==> config.mk <==
export PLATFORM = sky130hd
export DESIGN_NAME = baud_gen_bank
export DESIGN_NICKNAME = d
export VERILOG_FILES = /design/src/rtl/baud_pkg.sv /design/src/rtl/baud_edge_sync.sv /design/src/rtl/baud_chan.sv /design/src/rtl/baud_gen_bank.sv
export SDC_FILE = /design/constraint.sdc
export NUM_CORES = 1
export LEC_CHECK = 0
export BUFFER_PORTS_ARGS = -buffer_cell sky130_fd_sc_hd__buf_2
export CELL_PAD_IN_SITES_DETAIL_PLACEMENT = 0
export CELL_PAD_IN_SITES_GLOBAL_PLACEMENT = 2
export CORE_MARGIN = 2
export CORE_UTILIZATION = 30
export CTS_CLUSTER_DIAMETER = 50
export DETAILED_ROUTE_END_ITERATION = 8
export PLACE_DENSITY_LB_ADDON = 0.1
export SETUP_SLACK_MARGIN = 0.15
export SLEW_MARGIN = 20
export SYNTH_ARGS = -nofsm -noshare
export SYNTH_HDL_FRONTEND = slang
export SYNTH_SLANG_ARGS = --single-unit
==> constraint.sdc <==
create_clock -name clk -period 5.5 [get_ports clk]
set_input_delay 0.275 -clock clk [delete_from_list [all_inputs] [get_ports clk]]
set_output_delay 0.275 -clock clk [all_outputs]
set_load 0.01 [all_outputs]
==> src/rtl/baud_pkg.sv <==
package baud_pkg;
    parameter int CNT_W   = 12;
    parameter int PRE_W   = 4;
    parameter int DIV_LSB = 1;
    parameter int EN_BIT  = 16;
    parameter int PRE_BIT = 17;
    parameter int SRC_LSB = 18;

    typedef enum logic [1:0] {
        SRC_INT  = 2'b00,
        SRC_EXTA = 2'b01,
        SRC_EXTB = 2'b10,
        SRC_RSVD = 2'b11
    } src_e;

    typedef struct packed {
        logic             en;
        logic             div16;
        src_e             src;
        logic [CNT_W-1:0] div;
    } cfg_t;

    function automatic cfg_t cfg_from_word(input logic [31:0] w);
        cfg_t c;
        c.en    = w[EN_BIT];
        c.div16 = w[PRE_BIT];
        c.src   = src_e'(w[SRC_LSB +: 2]);
        c.div   = w[DIV_LSB +: CNT_W];
        return c;
    endfunction

    function automatic logic [31:0] cfg_to_word(input cfg_t c);
        logic [31:0] w;
        w = '0;
        w[EN_BIT]             = c.en;
        w[PRE_BIT]            = c.div16;
        w[SRC_LSB +: 2]       = c.src;
        w[DIV_LSB +: CNT_W]   = c.div;
        return w;
    endfunction
endpackage

==> src/rtl/baud_edge_sync.sv <==
module baud_edge_sync (
    input  logic clk,
    input  logic rst_n,
    input  logic pin_i,
    output logic rise_o
);
    typedef struct packed {
        logic s1;
        logic s2;
        logic s3;
    } sync_t;

    sync_t sync_d, sync_q;

    always_comb begin
        sync_d    = sync_q;
        sync_d.s1 = pin_i;
        sync_d.s2 = sync_q.s1;
        sync_d.s3 = sync_q.s2;
    end

    always_ff @(posedge clk) begin
        if (!rst_n) sync_q <= '0;
        else        sync_q <= sync_d;
    end

    assign rise_o = sync_q.s2 & ~sync_q.s3;
endmodule

==> src/rtl/baud_chan.sv <==
module baud_chan
    import baud_pkg::*;
(
    input  logic clk,
    input  logic rst_n,
    input  cfg_t cfg_i,
    input  logic int_evt_i,
    input  logic exta_evt_i,
    input  logic extb_evt_i,
    output logic tick_o,
    output logic clk_o
);
    typedef struct packed {
        logic             run;
        cfg_t             act;
        logic [PRE_W-1:0] pre;
        logic [CNT_W-1:0] cnt;
        logic             tick;
        logic             clk;
    } chan_t;

    chan_t st_d, st_q;
    cfg_t  eff;
    logic  evt;
    logic  stage;

    always_comb begin
        st_d      = st_q;
        st_d.tick = 1'b0;
        eff       = st_q.run ? st_q.act : cfg_i;
        evt       = 1'b0;
        stage     = 1'b0;
        if (!cfg_i.en) begin
            st_d.run = 1'b0;
            st_d.pre = '0;
            st_d.cnt = '0;
            st_d.clk = 1'b0;
        end else begin
            st_d.run = 1'b1;
            st_d.act = eff;
            case (eff.src)
                SRC_EXTA: evt = exta_evt_i;
                SRC_EXTB: evt = extb_evt_i;
                default:  evt = int_evt_i;
            endcase
            if (eff.div16) begin
                stage = evt && (st_q.pre == {PRE_W{1'b1}});
                if (evt) st_d.pre = st_q.pre + 1'b1;
            end else begin
                stage = evt;
            end
            if (stage) begin
                if (st_q.cnt == eff.div) begin
                    st_d.cnt  = '0;
                    st_d.tick = 1'b1;
                    st_d.clk  = ~st_q.clk;
                    st_d.act  = cfg_i;
                end else begin
                    st_d.cnt = st_q.cnt + 1'b1;
                end
            end
        end
    end

    always_ff @(posedge clk) begin
        if (!rst_n) st_q <= '0;
        else        st_q <= st_d;
    end

    assign tick_o = st_q.tick;
    assign clk_o  = st_q.clk;
endmodule

==> src/rtl/baud_gen_bank.sv <==
module baud_gen_bank
    import baud_pkg::*;
#(
    parameter int NUM_GEN    = 8,
    parameter int GROUP_SIZE = 4,
    parameter int ADDR_W     = 4,
    parameter int GRP_A_BASE = 0,
    parameter int GRP_B_BASE = 8
) (
    input  logic              clk,
    input  logic              rst_n,
    input  logic              wr_en,
    input  logic [ADDR_W-1:0] addr,
    input  logic [31:0]       wdata,
    output logic [31:0]       rdata,
    input  logic              ext_clk_a,
    input  logic              ext_clk_b,
    output logic [NUM_GEN-1:0] tick_o,
    output logic [NUM_GEN-1:0] clk_o
);
    function automatic logic [ADDR_W-1:0] gen_addr(input int i);
        if (i < GROUP_SIZE) return ADDR_W'(GRP_A_BASE + i);
        else                return ADDR_W'(GRP_B_BASE + i - GROUP_SIZE);
    endfunction

    cfg_t [NUM_GEN-1:0] regs_d, regs_q;
    logic [NUM_GEN-1:0] gen_en;
    logic               addr_hit;
    logic               exta_rise, extb_rise;

    always_comb begin
        regs_d   = regs_q;
        rdata    = '0;
        addr_hit = 1'b0;
        for (int i = 0; i < NUM_GEN; i++) begin
            if (addr == gen_addr(i)) begin
                addr_hit = 1'b1;
                rdata    = cfg_to_word(regs_q[i]);
                if (wr_en) regs_d[i] = cfg_from_word(wdata);
            end
        end
    end

    always_ff @(posedge clk) begin
        if (!rst_n) regs_q <= '0;
        else        regs_q <= regs_d;
    end

    baud_edge_sync u_sync_a (.clk(clk), .rst_n(rst_n), .pin_i(ext_clk_a), .rise_o(exta_rise));
    baud_edge_sync u_sync_b (.clk(clk), .rst_n(rst_n), .pin_i(ext_clk_b), .rise_o(extb_rise));

    for (genvar g = 0; g < NUM_GEN; g++) begin : g_chan
        assign gen_en[g] = regs_q[g].en;
        baud_chan u_chan (
            .clk       (clk),
            .rst_n     (rst_n),
            .cfg_i     (regs_q[g]),
            .int_evt_i (1'b1),
            .exta_evt_i(exta_rise),
            .extb_evt_i(extb_rise),
            .tick_o    (tick_o[g]),
            .clk_o     (clk_o[g])
        );
    end
endmodule

After elaboration in Yosys (flattened, before gate mapping). Cells that the tools add are included.

Add/subtract/negate cells: 16. Equality and inequality tests: 39. Muxes and demuxes: 88. Bitwise logic cells: 12. Reduce and logical (&&, ||, !) cells: 49.

Operators with widths (number): $mux 16 (24); $mux 32 (7); $add 12x1->12 const B (8); $eq 12x12->1 (8); $mux 12 (8); $reduce_and 2->1 (32); $eq 4x4->1 const B (12); $add 4x1->4 const B (8); $mux 1 (32); $reduce_and 3->1 (8); $mux 20 (1); $eq 2x1->1 const B (8); $eq 2x2->1 const B (8); $mux 2 (8); $pmux 1 s2 (8); $not 1->1 (10); $eq 4x2->1 const B (2); $logic_and 1x1->1 (8); $eq 4x1->1 const B (1); $logic_not 4->1 (1); $and 1x1->1 (2).

Flip-flop bits (word level): 414. Bits of input ports: 41. Logic and storage cells: 314.

Depth between registers and ports, before layout. Gate-level depths: netlist of run 1.

Depth after elaboration: 9. Gate-level depth with buffers: 12. Gate-level depth less buffers: 9.

Hierarchy. A second synthesis of run 1 with hierarchy kept.

Cells, all modules: 2300. Area total of the unflattened synthesis: 20736.1 um^2.

By module, submodules not included: baud_chan (times used 8, cells each 194, area each 1765.4 um^2, seq. area each 680.7 um^2); baud_gen_bank (times used 1, cells each 734, area each 6427.4 um^2, seq. area each 2562.5 um^2); baud_edge_sync (times used 2, cells each 7, area each 92.6 um^2, seq. area each 60.1 um^2).

Least setup slack after synthesis of run 1. OpenSTA, ideal clock, no wires.

Path type: register -> register. Start point: reg g_chan[5].u_chan.st_q[34] (netlist name). End point: reg g_chan[5].u_chan.st_q[18] (netlist name). Library setup time: 74 ps. Arrival time: 2874 ps. Setup slack: 2552 ps. Cell stages (with the launch flop): 13. Clock period less this slack: 2948 ps. Cells stage by stage: dfxtp_1 -> clkbuf_1 -> buf_2 -> mux2i_1 -> inv_1 -> ha_1 -> and3b_1 -> o32ai_2 -> nor3_1 -> a41oi_1 -> clkbuf_1 -> nand3_1 -> o21ai_0.

Cells in the longest elaborated chain, start to end: 8.

RTL lines: start: declaration (line baud_chan.sv:22) `chan_t st_d, st_q;`; start signal: assignment (line baud_chan.sv:67) `else st_q <= st_d;`; $mux 16 (*) (line baud_chan.sv:30) `eff = st_q.run ? st_q.act : cfg_i;`; $eq 2x2->1 or $eq 2x1->1 (tied branches) (line baud_chan.sv:41) `case (eff.src)`; $pmux 1 s2 (line baud_chan.sv:41); $mux 1 (line baud_chan.sv:33) `if (!cfg_i.en) begin`; $logic_and 1x1->1 (line baud_chan.sv:47) `stage = evt && (st_q.pre == {PRE_W{1'b1}});`; $mux 1 (line baud_chan.sv:46) `if (eff.div16) begin`; $mux 1 (line baud_chan.sv:33); $mux 16 (*) (line baud_chan.sv:52) `if (stage) begin`.

Mark *: on every way between the ends. The rest lies on a longest branch, timed or not. The select of a mux whose other input is x is not followed. A chain may end at the register's enable or synchronous reset.

Worst setup path after layout of run 1.
Start point: reg g_chan[6].u_chan.st_q[34] (netlist name). End point: reg g_chan[6].u_chan.st_q[18] (netlist name).

Cells in the longest elaborated chain, start to end: 8.

RTL lines (line): start: declaration (baud_chan.sv:22); start signal: assignment (baud_chan.sv:67); $mux 16 (*) (baud_chan.sv:30); $eq 2x2->1 or $eq 2x1->1 (tied branches) (baud_chan.sv:41); $pmux 1 s2 (baud_chan.sv:41); $mux 1 (baud_chan.sv:33); $logic_and 1x1->1 (baud_chan.sv:47); $mux 1 (baud_chan.sv:46); $mux 1 (baud_chan.sv:33); $mux 16 (*) (baud_chan.sv:52).

Marked as above.

==> impl_results.md, run 1 <==
- Power Dens Cells: 342.7 nW/um2
- Iter 0 DRT Violations: 981
- Cell mode on critical path: mux2i_1
- Post_cts resized: 0
- Placer Congestion: 0.7558
- Setup crit end kind: flop
- DRC: 0
- DR pass1 iterations: 5
- Met3 WL: 2903 um
- Num rows: 93
- Min-delay worst type: input port to flop
- Crit-path max cell delay: 1010 ps
- TNS Setup: 0 ps
- Syn-to-layout area delta: 16.48%
- Internal power: 0.006037 W
- Largest family of logic cells by synthesized area: simple AND/OR/NAND/NOR gates
- Max layer used: met5
- Slew headroom: 0.2977
- WHS Path Cells: 3
- Lkg Pwr: 7.888 nW
- Area of the die: 67250 um2
- Yosys warns: 0
- Sequential-to-total area share from yosys stat: 0.4156
- Setup Slack @ Placement: 1617 ps
- Final period utilization: 0.6519
- Die Wd: 259.3 um
- Hold Violations, Final: 0
- FF-to-FF End: g_chan[6].u_chan.st_q[18]
- Clock Latency Late Sink: 600 ps
- Finished Layout Cells: 3201
- Core area: 64460 um2
- Post-DP HPWL: 41160 um
- Port Buf Inserts: 56
- Min-Delay Endpoint: regs_q[38]
- Synth Instances: 2300
- Layout Skew: 18.91 ps
- Clk sink count: 406
- Grt ovf: 0
- FMAX: 278.9 MHz
- Min-delay src: wdata[7]
- Antenna violations before repair: 8
- Outcome: finished clean
- Clk pwr share: 0.583
- Final slew viol count: 0
- Maxcap violations: 0
- Via count: 15316
- Cell Area, Synth: 19560 um2
- Starting density of the core: 0.3034
- Min Hold Slack: 79.04 ps
- Multiplexer share of the synthesized area: 0.09711
- TritonCTS Buffers: 70
- CTS root buf: clkbuf_16
- Placed cell areas: 20250 um2
- Fin nets: 2361
- Register share of total power: 0.383
- Die Height: 259.3 um
- Final wirelength: 59890 um
- IO Pins: 89
- Number of enable flip-flop cells after synthesis: 0
- Adder-cell share of the synthesized area: 0.02047
- Share of post-route cells with drive strength above 1: 0.08835
- Reg clk slew, reported paths: 50 ps
- Post-synthesis simple-gate area fraction: 0.2159
- Wire per inst: 18.71 um
- Worst-path cell chain: mux2i_1 > ha_1 > and3b_1 > o32ai_2 > or4_1 > a21boi_4 > mux2i_1
- Slowest cell on the critical path: dfxtp_1
- RSZ-0062 raised after global routing: no
- Logic pwr share: 0.034
- Drt via density: 4.785
- Antenna Nets Post-Route: 0
- Arr. time, crit path: 4090 ps
- Synth Area in Compound Gates: 0.1024
- Syn_area_per_cell: 8.504 um2
- Global-route wire length before repair: 90410 um
- VDD IR max: 0.1753 mV
- CTS tree: done
- Largest net degree at the start of global routing: 125
- FF-to-FF Start: g_chan[6].u_chan.st_q[34]
- Final setup margin: 1914 ps
- Metal-1 WL: 29350 um
- Placed Instances: 3069
- # setup viols final: 0
- All-layer global routing usage: 0.1767
- Final Cell Area: 22780 um2
- Vias in the first global route: 14590
- Max H-tree Level: 3
- Metal2 WL: 26150 um
- P_sw: 0.001770 W
- Register-to-Register Path Depth: 7
- Fin crit period: 3586 ps
- Top_reg_cell synth: dfxtp_1
- Count of cell types in the netlist: 47
- Post-Synth XOR/XNOR Area: 0.09628
- Req. time, crit path: 6000 ps
- Critical path fanouts, max: 16
- Slew of the pin with the lowest slew margin: 1052 ps
- Yosys reg bits: 406
- Clock buffer depth: 3
- Crit path kind: flop to flop
- R2r setup slk: 1910 ps
- Ys async rst share: 0
- Sw Ratio: 0.2267
- CP Launch Type: flop
cell families after synthesis:
| logic type | after synthesis |
|---|---|
| simple gates | 967 |
| compound gates | 288 |
| flops | 406 |
| xor+xnor | 215 |
| buf+inv | 205 |
| fa+ha+maj | 32 |
| mux | 186 |
| other cells | 1 |
through the flow:
| stage | util | total power, W |
|---|---|---|
| 5_1_grt | 0.3533 | 0.008102 |
| 4_1_cts | 0.3523 | 0.007938 |
| 2_1_floorplan | - | 0.003224 |
| 6_report | 0.3534 | 0.007807 |
| 3_5_place_dp | 0.3141 | 0.003311 |
| 3_3_place_gp | 0.3141 | 0.003308 |
sequential cells by signal (all words and copies together), names as in the netlist:
name,count
u_sync_b.sync_q,1
g_chan.u_chan.tick_o,8
regs_q,120
g_chan.u_chan.clk_o,8
u_sync_b.sync_d,2
u_sync_a.sync_d,2
u_sync_a.sync_q,1
g_chan.u_chan.st_q,256
gen_en,8
synthesized netlist by cell type, types with 34 or more instances:
cell type  count  area share
nand3_1      136       0.035
mux2i_1      183       0.094
and3_1        34       0.011
buf_4         49       0.019
xnor2_1      108       0.048
clkbuf_1      98       0.019
a21boi_0     124       0.048
o21ai_0       98       0.025
xor2_1       107       0.048
dfxtp_1      406        0.42
nand2_1      484       0.093
nor2_1       190       0.036
layer usage:
| metal | vias up | track usage |
|---|---|---|
| met5 | - | 0 |
| met4 | 4 | 0.06098 |
| met3 | 82 | 0.03105 |
| met2 | 267 | 0.2695 |
| met1 | 7270 | 0.2499 |
| li1 | 7693 | - |
final cells by class:
| cell class | instances | area [um2] |
|---|---|---|
| sequential | 406 | 8128 |
| fill | 6642 | 41680 |
| inverter | 32 | 120.1 |
| multi-input combinational | 1704 | 10590 |
| tap | 855 | 1070 |
| timing repair buffer | 74 | 430.4 |
| antenna | 3 | 7.507 |
| clock inverter | 30 | 412.9 |
| clock buffer | 97 | 2027 |
critical path: cells and delay by family, from the launching register on:
kind / cells / cell delay (ps)
flops: 1 / 1010
mux: 2 / 610
simple gates: 2 / 850
fa+ha+maj: 1 / 180
compound gates: 2 / 840
how the worst max path moves through the flow:
stage                                    from                        end  slack, ps
global placement    g_chan[3].u_chan.st_q[34]  g_chan[3].u_chan.st_q[18]       1700
finish              g_chan[6].u_chan.st_q[34]  g_chan[6].u_chan.st_q[18]       1910
global route        g_chan[3].u_chan.st_q[34]  g_chan[3].u_chan.st_q[26]       1580
CTS                 g_chan[3].u_chan.st_q[34]  g_chan[3].u_chan.st_q[27]       1590
floorplan           g_chan[5].u_chan.st_q[34]  g_chan[5].u_chan.st_q[18]       2550
detailed placement  g_chan[3].u_chan.st_q[34]  g_chan[3].u_chan.st_q[27]       1620
cell usage in the layout, fill, tap and decap left out, types with 23 or more instances in the layout:
master / instances
nand2_1: 484
dfxtp_1: 406
nor2_1: 190
mux2i_1: 183
nand3_1: 136
a21boi_0: 124
xnor2_1: 108
xor2_1: 107
o21ai_0: 98
clkbuf_16: 73
buf_2: 55
and3_1: 34
inv_1: 32
ha_1: 32
nor3_1: 26
nand4_1: 26
a22oi_1: 23
power groups by stage:
stage          sequential, W  clock (W)  combinational (W)
2_1_floorplan        0.00303          0           0.000192
3_3_place_gp         0.00305          0           0.000260
3_5_place_dp         0.00305          0           0.000263
4_1_cts              0.00299    0.00469           0.000265
5_1_grt              0.00299    0.00483           0.000290
6_report             0.00299    0.00455           0.000265
repair_timing:
action,in CTS,in global routing
hold endpoints to repair,2,0
endpoints found under the setup margin,0,0
hold buffers,2,0
buffers inserted,0,0
No activity file was read; power rests on OpenSTA's default activity.
==> run 2: changes to the inputs <==
Settings changed: ABC_AREA set to 1.
Clock period 5.5 ns to 3.6 ns, I/O delays scaled along.
==> run 2 against run 1 <==
Non-clock buffer count grew 30. Cell area is 16% higher. Total power rose by 74%.
==> impl_results.md, run 2 <==
- Syn-to-layout area delta: 15.55%
- Commonest cells in the netlist: 1107 x nand2_1, 479 x nand3_1, 423 x inv_1
- VDD IR max: 0.3047 mV
- FF+latch area: 8128 um2
- Final slew viol count: 0
- Synth Instances: 3622
- DR pass1 iterations: 5
- Slew headroom: 0.2732
- Req. time, crit path: 4120 ps
- Syn_area_per_cell: 6.299 um2
- Final Power: 0.01358 W
- Regs by FF count: g_chan.u_chan.st_q x256, regs_q x120
- Min-Delay Endpoint: regs_q[94]
- Max H-tree Level: 3
- Cell taking the most area after synthesis: dfxtp_1
- Number of enable flip-flop cells after synthesis: 0
- Fin crit period: 3087 ps
- Worst-path cell chain: inv_2 > or2_2 > o21ai_0 > inv_1 > ha_1 > nand3b_1 > nand2_1 > nor2_2 > nand2_1 > nand2_4 > nor3_1
- Most frequent cells in the layout: 1107 x nand2_1, 478 x nand3_1, 422 x inv_1, 406 x dfxtp_1, 328 x a21oi_1
- Hold-fix buffer count after cts: 2
- Min-delay src: wdata[17]
- Critical path fanouts, max: 20
- Drt via density: 4.970
- Most flops, register: g_chan.u_chan.st_q
- Max reg flops: 256
- CTS tree: done
- Cell Area, Synth: 22810 um2
- Starting density of the core: 0.3019
- Clk sink count: 406
- Antenna violations before repair: 10
- Final setup margin: 513.4 ps
- # setup viols final: 0
- Count of cell types in the netlist: 39
- IO Pins: 89
- Num rows: 101
- Post_cts resized: 0
- Power Dens Cells: 515.1 nW/um2
- Hold Violations, Final: 0
- Post-DP HPWL: 59700 um
- TritonCTS Buffers: 75
- Vias in the first global route: 22053
- Maxcap violations: 0
- Sequential-to-total area share from yosys stat: 0.3563
- Yosys warns: 0
- Global-route wire length before repair: 132400 um
- Largest net degree at the start of global routing: 107
- Top_reg_cell synth: dfxtp_1
- Placed cell areas: 23710 um2
- Commonest non-fill, non-tap cell in the layout: nand2_1
- Port Buf Inserts: 56
- Wire per inst: 18.43 um
- Area of the die: 78270 um2
- Crit-path max cell delay: 670 ps
- Fillers: 8237
- Yosys reg bits: 406
- Final period utilization: 0.8574
- CP Launch Type: flop
- Register-to-Register Path Depth: 11
- Clock Latency Late Sink: 610 ps
- Ys async rst share: 0
- Final Cell Area: 26360 um2
- Cell with the most instances after synthesis: nand2_1
- Setup Slack @ Placement: 477.6 ps
- DRC: 0
- Slowest cell on the critical path: nand2_1
- Crit path kind: flop to flop
- Share of post-route cells with drive strength above 1: 0.08065
- Layout Skew: 28.31 ps
- Outcome: finished clean
- Slew of the pin with the lowest slew margin: 1090 ps
- Core area: 75570 um2
- Dominant cells by area after synthesis: dfxtp_1 36%, nand2_1 18%, nand3_1 11%, a21oi_1 7.2%, inv_1 7.0%
- Setup Buffers After CTS: 0
- Min-delay worst type: input port to flop
- TNS Setup: 0 ps
- Yosys top cell area share: 0.3563
- Cell mode on critical path: nand2_1
- Multi-input gate area in the final layout: 12070 um2
- Iter 0 DRT Violations: 1609
- FMAX: 324.0 MHz
- WHS Path Cells: 3
- R2r setup slk: 510 ps
- Arr. time, crit path: 3610 ps
- Clock buffer depth: 3
- Fin nets: 3708
- Antenna Nets Post-Route: 0
- Final wirelength: 86170 um
- All-layer global routing usage: 0.2181
- Die Height: 279.8 um
- Placer Congestion: 0.8320
- RSZ-0062 raised after global routing: no
- Die Wd: 279.8 um
- Grt ovf: 0
- CTS root buf: clkbuf_16
- FF-to-FF Start: g_chan[0].u_chan.st_q[34]
- Placed Instances: 4534
- Finished Layout Cells: 4675
- Via count: 23233
- Setup crit end kind: flop
- Lkg Pwr: 10.81 nW
- Reg clk slew, reported paths: 50 ps
- FF-to-FF End: g_chan[0].u_chan.st_q[10]
run 2: changes by cell type after synthesis, moves of 107 or more:
cell,delta
nand2_1,+623
inv_1,+391
nand3_1,+343
a21oi_1,+324
mux2i_1,-183
a21boi_0,-124
xnor2_1,-107
run 2: per-layer routing:
layer	vias up	track usage	part of all wire	wire length, um
met5	-	0	0.00048	41
met4	6	0.05786	0.023	1940
met3	119	0.03795	0.053	4553
met2	540	0.3620	0.46	39830
met1	10891	0.2911	0.46	39810
li1	11677	-	-	-
run 2: worst max path at each step:
stage / startpoint / end / cells past startpoint
global route: g_chan[0].u_chan.st_q[34] / g_chan[0].u_chan.st_q[4] / 11
floorplan: g_chan[0].u_chan.st_q[34] / g_chan[0].u_chan.clk_o / 14
detailed placement: g_chan[0].u_chan.st_q[34] / g_chan[0].u_chan.st_q[9] / 11
global placement: g_chan[0].u_chan.st_q[34] / g_chan[0].u_chan.clk_o / 12
CTS: g_chan[0].u_chan.st_q[34] / g_chan[0].u_chan.st_q[10] / 11
finish: g_chan[0].u_chan.st_q[34] / g_chan[0].u_chan.st_q[10] / 11
run 2: stage by stage:
stage / utilization / hold slack (ps)
final: 0.3489 / 70.34
after CTS: 0.3487 / 26.35
after floorplan: - / 277.6
after global placement: 0.3137 / 370.3
after global routing: 0.3489 / 65.68
after detailed placement: 0.3137 / 374.3
run 2: cell type report:
type,count,share of cell area
Multi-Input combinational cell,2607,0.4578
Sequential cell,406,0.3083
Clock buffer,97,0.08097
Inverter,441,0.06308
Tap cell,978,0.04642
Timing Repair Buffer,104,0.02458
Clock inverter,40,0.01870
Antenna cell,2,0.0001898
run 2: worst max-delay path, delay by kind of cell (launching register included):
| kind | cells | cell delay, ps |
|---|---|---|
| AO/OA/AOI/OAI | 1 | 140 |
| adder cells (fa/ha/maj) | 1 | 270 |
| buffers and inverters | 2 | 240 |
| flip-flops | 1 | 330 |
| AND/OR/NAND/NOR | 7 | 2020 |
run 2: cell families after synthesis:
| kind of cell | share of synthesized area |
|---|---|
| AND/OR/NAND/NOR | 0.3767 |
| buffers and inverters | 0.1175 |
| AO/OA/AOI/OAI | 0.1253 |
| flip-flops | 0.3563 |
| adder cells (fa/ha/maj) | 0.01755 |
| XOR/XNOR | 0.006526 |
| other | 0.0001644 |
run 2: power breakdown:
part	leakage [nW]	internal (W)	switching [W]
combinational	6.25	0.000405	0.00107
clock	1.28	0.00485	0.00263
sequential	3.28	0.00457	0.0000503
==> run 3: changes to the inputs <==
Settings changed: CORE_UTILIZATION 30 to 34, RECOVER_POWER set to 25, SLEW_MARGIN 20 to 40.
==> run 3 against run 2 <==
Sequential share of layout area is 0.51 points higher. Combinational power barely moved. Critical endpoint is now g_chan[1].u_chan.clk_o. Utilization increased by 4.3 points. Clock power is 7.6% lower. Count of clock-buffer cells in the layout shrank 12. Worst hold slack improved by 7.8 ps. Largest power group unchanged. Flip-flop and latch count unchanged.
==> impl_results.md, run 3 (same netlist as run 2, synthesis figures left out) <==
- Slowest cell on the critical path: dfxtp_1
- DRC: 0
- Via count: 23048
- R2r setup slk: 660 ps
- Core area: 66100 um2
- TNS Setup: 0 ps
- Worst-path cell chain: inv_4 > or2_2 > o21ai_0 > inv_1 > ha_1 > nand3b_1 > nand2_1 > nor2_4 > nand2_4 > nand2_2 > o21ai_0
- Most frequent cells in the layout: 1105 x nand2_1, 479 x nand3_1, 422 x inv_1, 406 x dfxtp_1, 328 x a21oi_1
- Post-DP HPWL: 56610 um
- Iter 0 DRT Violations: 1685
- Setup Buffers After CTS: 0
- TritonCTS Buffers: 70
- Max reg flops: 256
- Slew of the pin with the lowest slew margin: 1219 ps
- CTS root buf: clkbuf_16
- Starting density of the core: 0.3452
- Syn-to-layout area delta: 13.67%
- # setup viols final: 0
- Post_cts resized: 0
- Largest net degree at the start of global routing: 93
- CTS tree: done
- Wire per inst: 18.02 um
- Clock buffer depth: 3
- Min-delay worst type: input port to flop
- Die Height: 263.0 um
- Arr. time, crit path: 3420 ps
- VDD IR max: 0.2868 mV
- Final period utilization: 0.8177
- Multi-input gate area in the final layout: 12070 um2
- Fillers: 7147
- Final wirelength: 81930 um
- Fin nets: 3697
- Reg clk slew, reported paths: 50 ps
- Maxcap violations: 0
- Drt via density: 5.070
- Area of the die: 69190 um2
- DR pass1 iterations: 5
- All-layer global routing usage: 0.2325
- RSZ-0062 raised after global routing: no
- Register-to-Register Path Depth: 11
- Power Dens Cells: 500.7 nW/um2
- Fin crit period: 2944 ps
- FMAX: 339.7 MHz
- Commonest non-fill, non-tap cell in the layout: nand2_1
- Placer Congestion: 0.9019
- Setup Slack @ Placement: 657.8 ps
- IO Pins: 89
- Final setup margin: 656.2 ps
- Slew headroom: 0.1876
- Die Wd: 263.0 um
- Regs by FF count: g_chan.u_chan.st_q x256, regs_q x120
- Clock Latency Late Sink: 600 ps
- Antenna Nets Post-Route: 0
- Antenna violations before repair: 11
- Vias in the first global route: 21647
- Final Power: 0.01298 W
- Max H-tree Level: 3
- Critical path fanouts, max: 22
- Port Buf Inserts: 56
- Req. time, crit path: 4080 ps
- Num rows: 94
- Outcome: finished clean
- Cell mode on critical path: o21ai_0
- Hold-fix buffer count after cts: 2
- Crit path kind: flop to flop
- Hold Violations, Final: 0
- Share of post-route cells with drive strength above 1: 0.07226
- Final slew viol count: 0
- Min Hold Slack: 78.10 ps
- Setup crit end kind: flop
- Most flops, register: g_chan.u_chan.st_q
- WHS Path Cells: 3
- CP Launch Type: flop
- Grt ovf: 0
- Crit-path max cell delay: 440 ps
- FF+latch area: 8128 um2
- Layout Skew: 21.36 ps
- Global-route wire length before repair: 126100 um
- Lkg Pwr: 10.58 nW
- Clk sink count: 406
run 3: changes by cell type in the layout (fill, tap and decap cells not counted), moves of 3 or more:
cell       previous run  this run
clkinv_4              2        11
bufinv_16             9         6
buf_2                55        36
clkbuf_16            79        73
clkbuf_1              9        28
buf_4                47        33
run 3: metrics by stage:
step,cells,cell area (um2),utilization
after floorplan,3637,22870,-
after detailed placement,4414,23530,0.3560
final,4546,25930,0.3923
after CTS,4545,25990,0.3932
after global routing,4545,25930,0.3923
after global placement,4414,23520,0.3558
run 3: worst paths after layout:
kind,from,end
setup / recovery,g_chan[1].u_chan.st_q[34],g_chan[1].u_chan.clk_o
hold / removal,wdata[17],regs_q[94]
setup reg to reg,g_chan[1].u_chan.st_q[34],g_chan[1].u_chan.clk_o
hold reg to reg,u_sync_b.sync_d[1],u_sync_b.sync_d[0]
run 3: metal layers:
| metal | share of wire | track usage | vias to the layer above |
|---|---|---|---|
| li1 | - | - | 11685 |
| met1 | 0.46 | 0.3050 | 10651 |
| met2 | 0.45 | 0.3764 | 549 |
| met3 | 0.063 | 0.04621 | 155 |
| met4 | 0.032 | 0.08788 | 8 |
| met5 | 0.00060 | 0 | - |
run 3: cell type report:
cell class | instances | share of cell area
Antenna cell | 1 | 0.00009650
Clock buffer | 85 | 0.07604
Clock inverter | 44 | 0.01795
Inverter | 441 | 0.06422
Multi-Input combinational cell | 2607 | 0.4654
Sequential cell | 406 | 0.3134
Tap cell | 864 | 0.04169
Timing Repair Buffer | 98 | 0.02123
run 3: worst max-delay path: cells and delay by family, from the launching register on:
family	cells	cell delay, ps
DFF	1	440
and+or+nand+nor	6	1580
buffers and inverters	2	250
adders and majority gates	1	270
AOI/OAI and AO/OA	2	250
run 3: power breakdown:
part,internal [W],switching (W),leakage (nW)
Sequential,0.00457,0.0000526,3.28
Combinational,0.000398,0.00105,6.12
Clock,0.00438,0.00254,1.19
Total,0.00934,0.00364,10.6
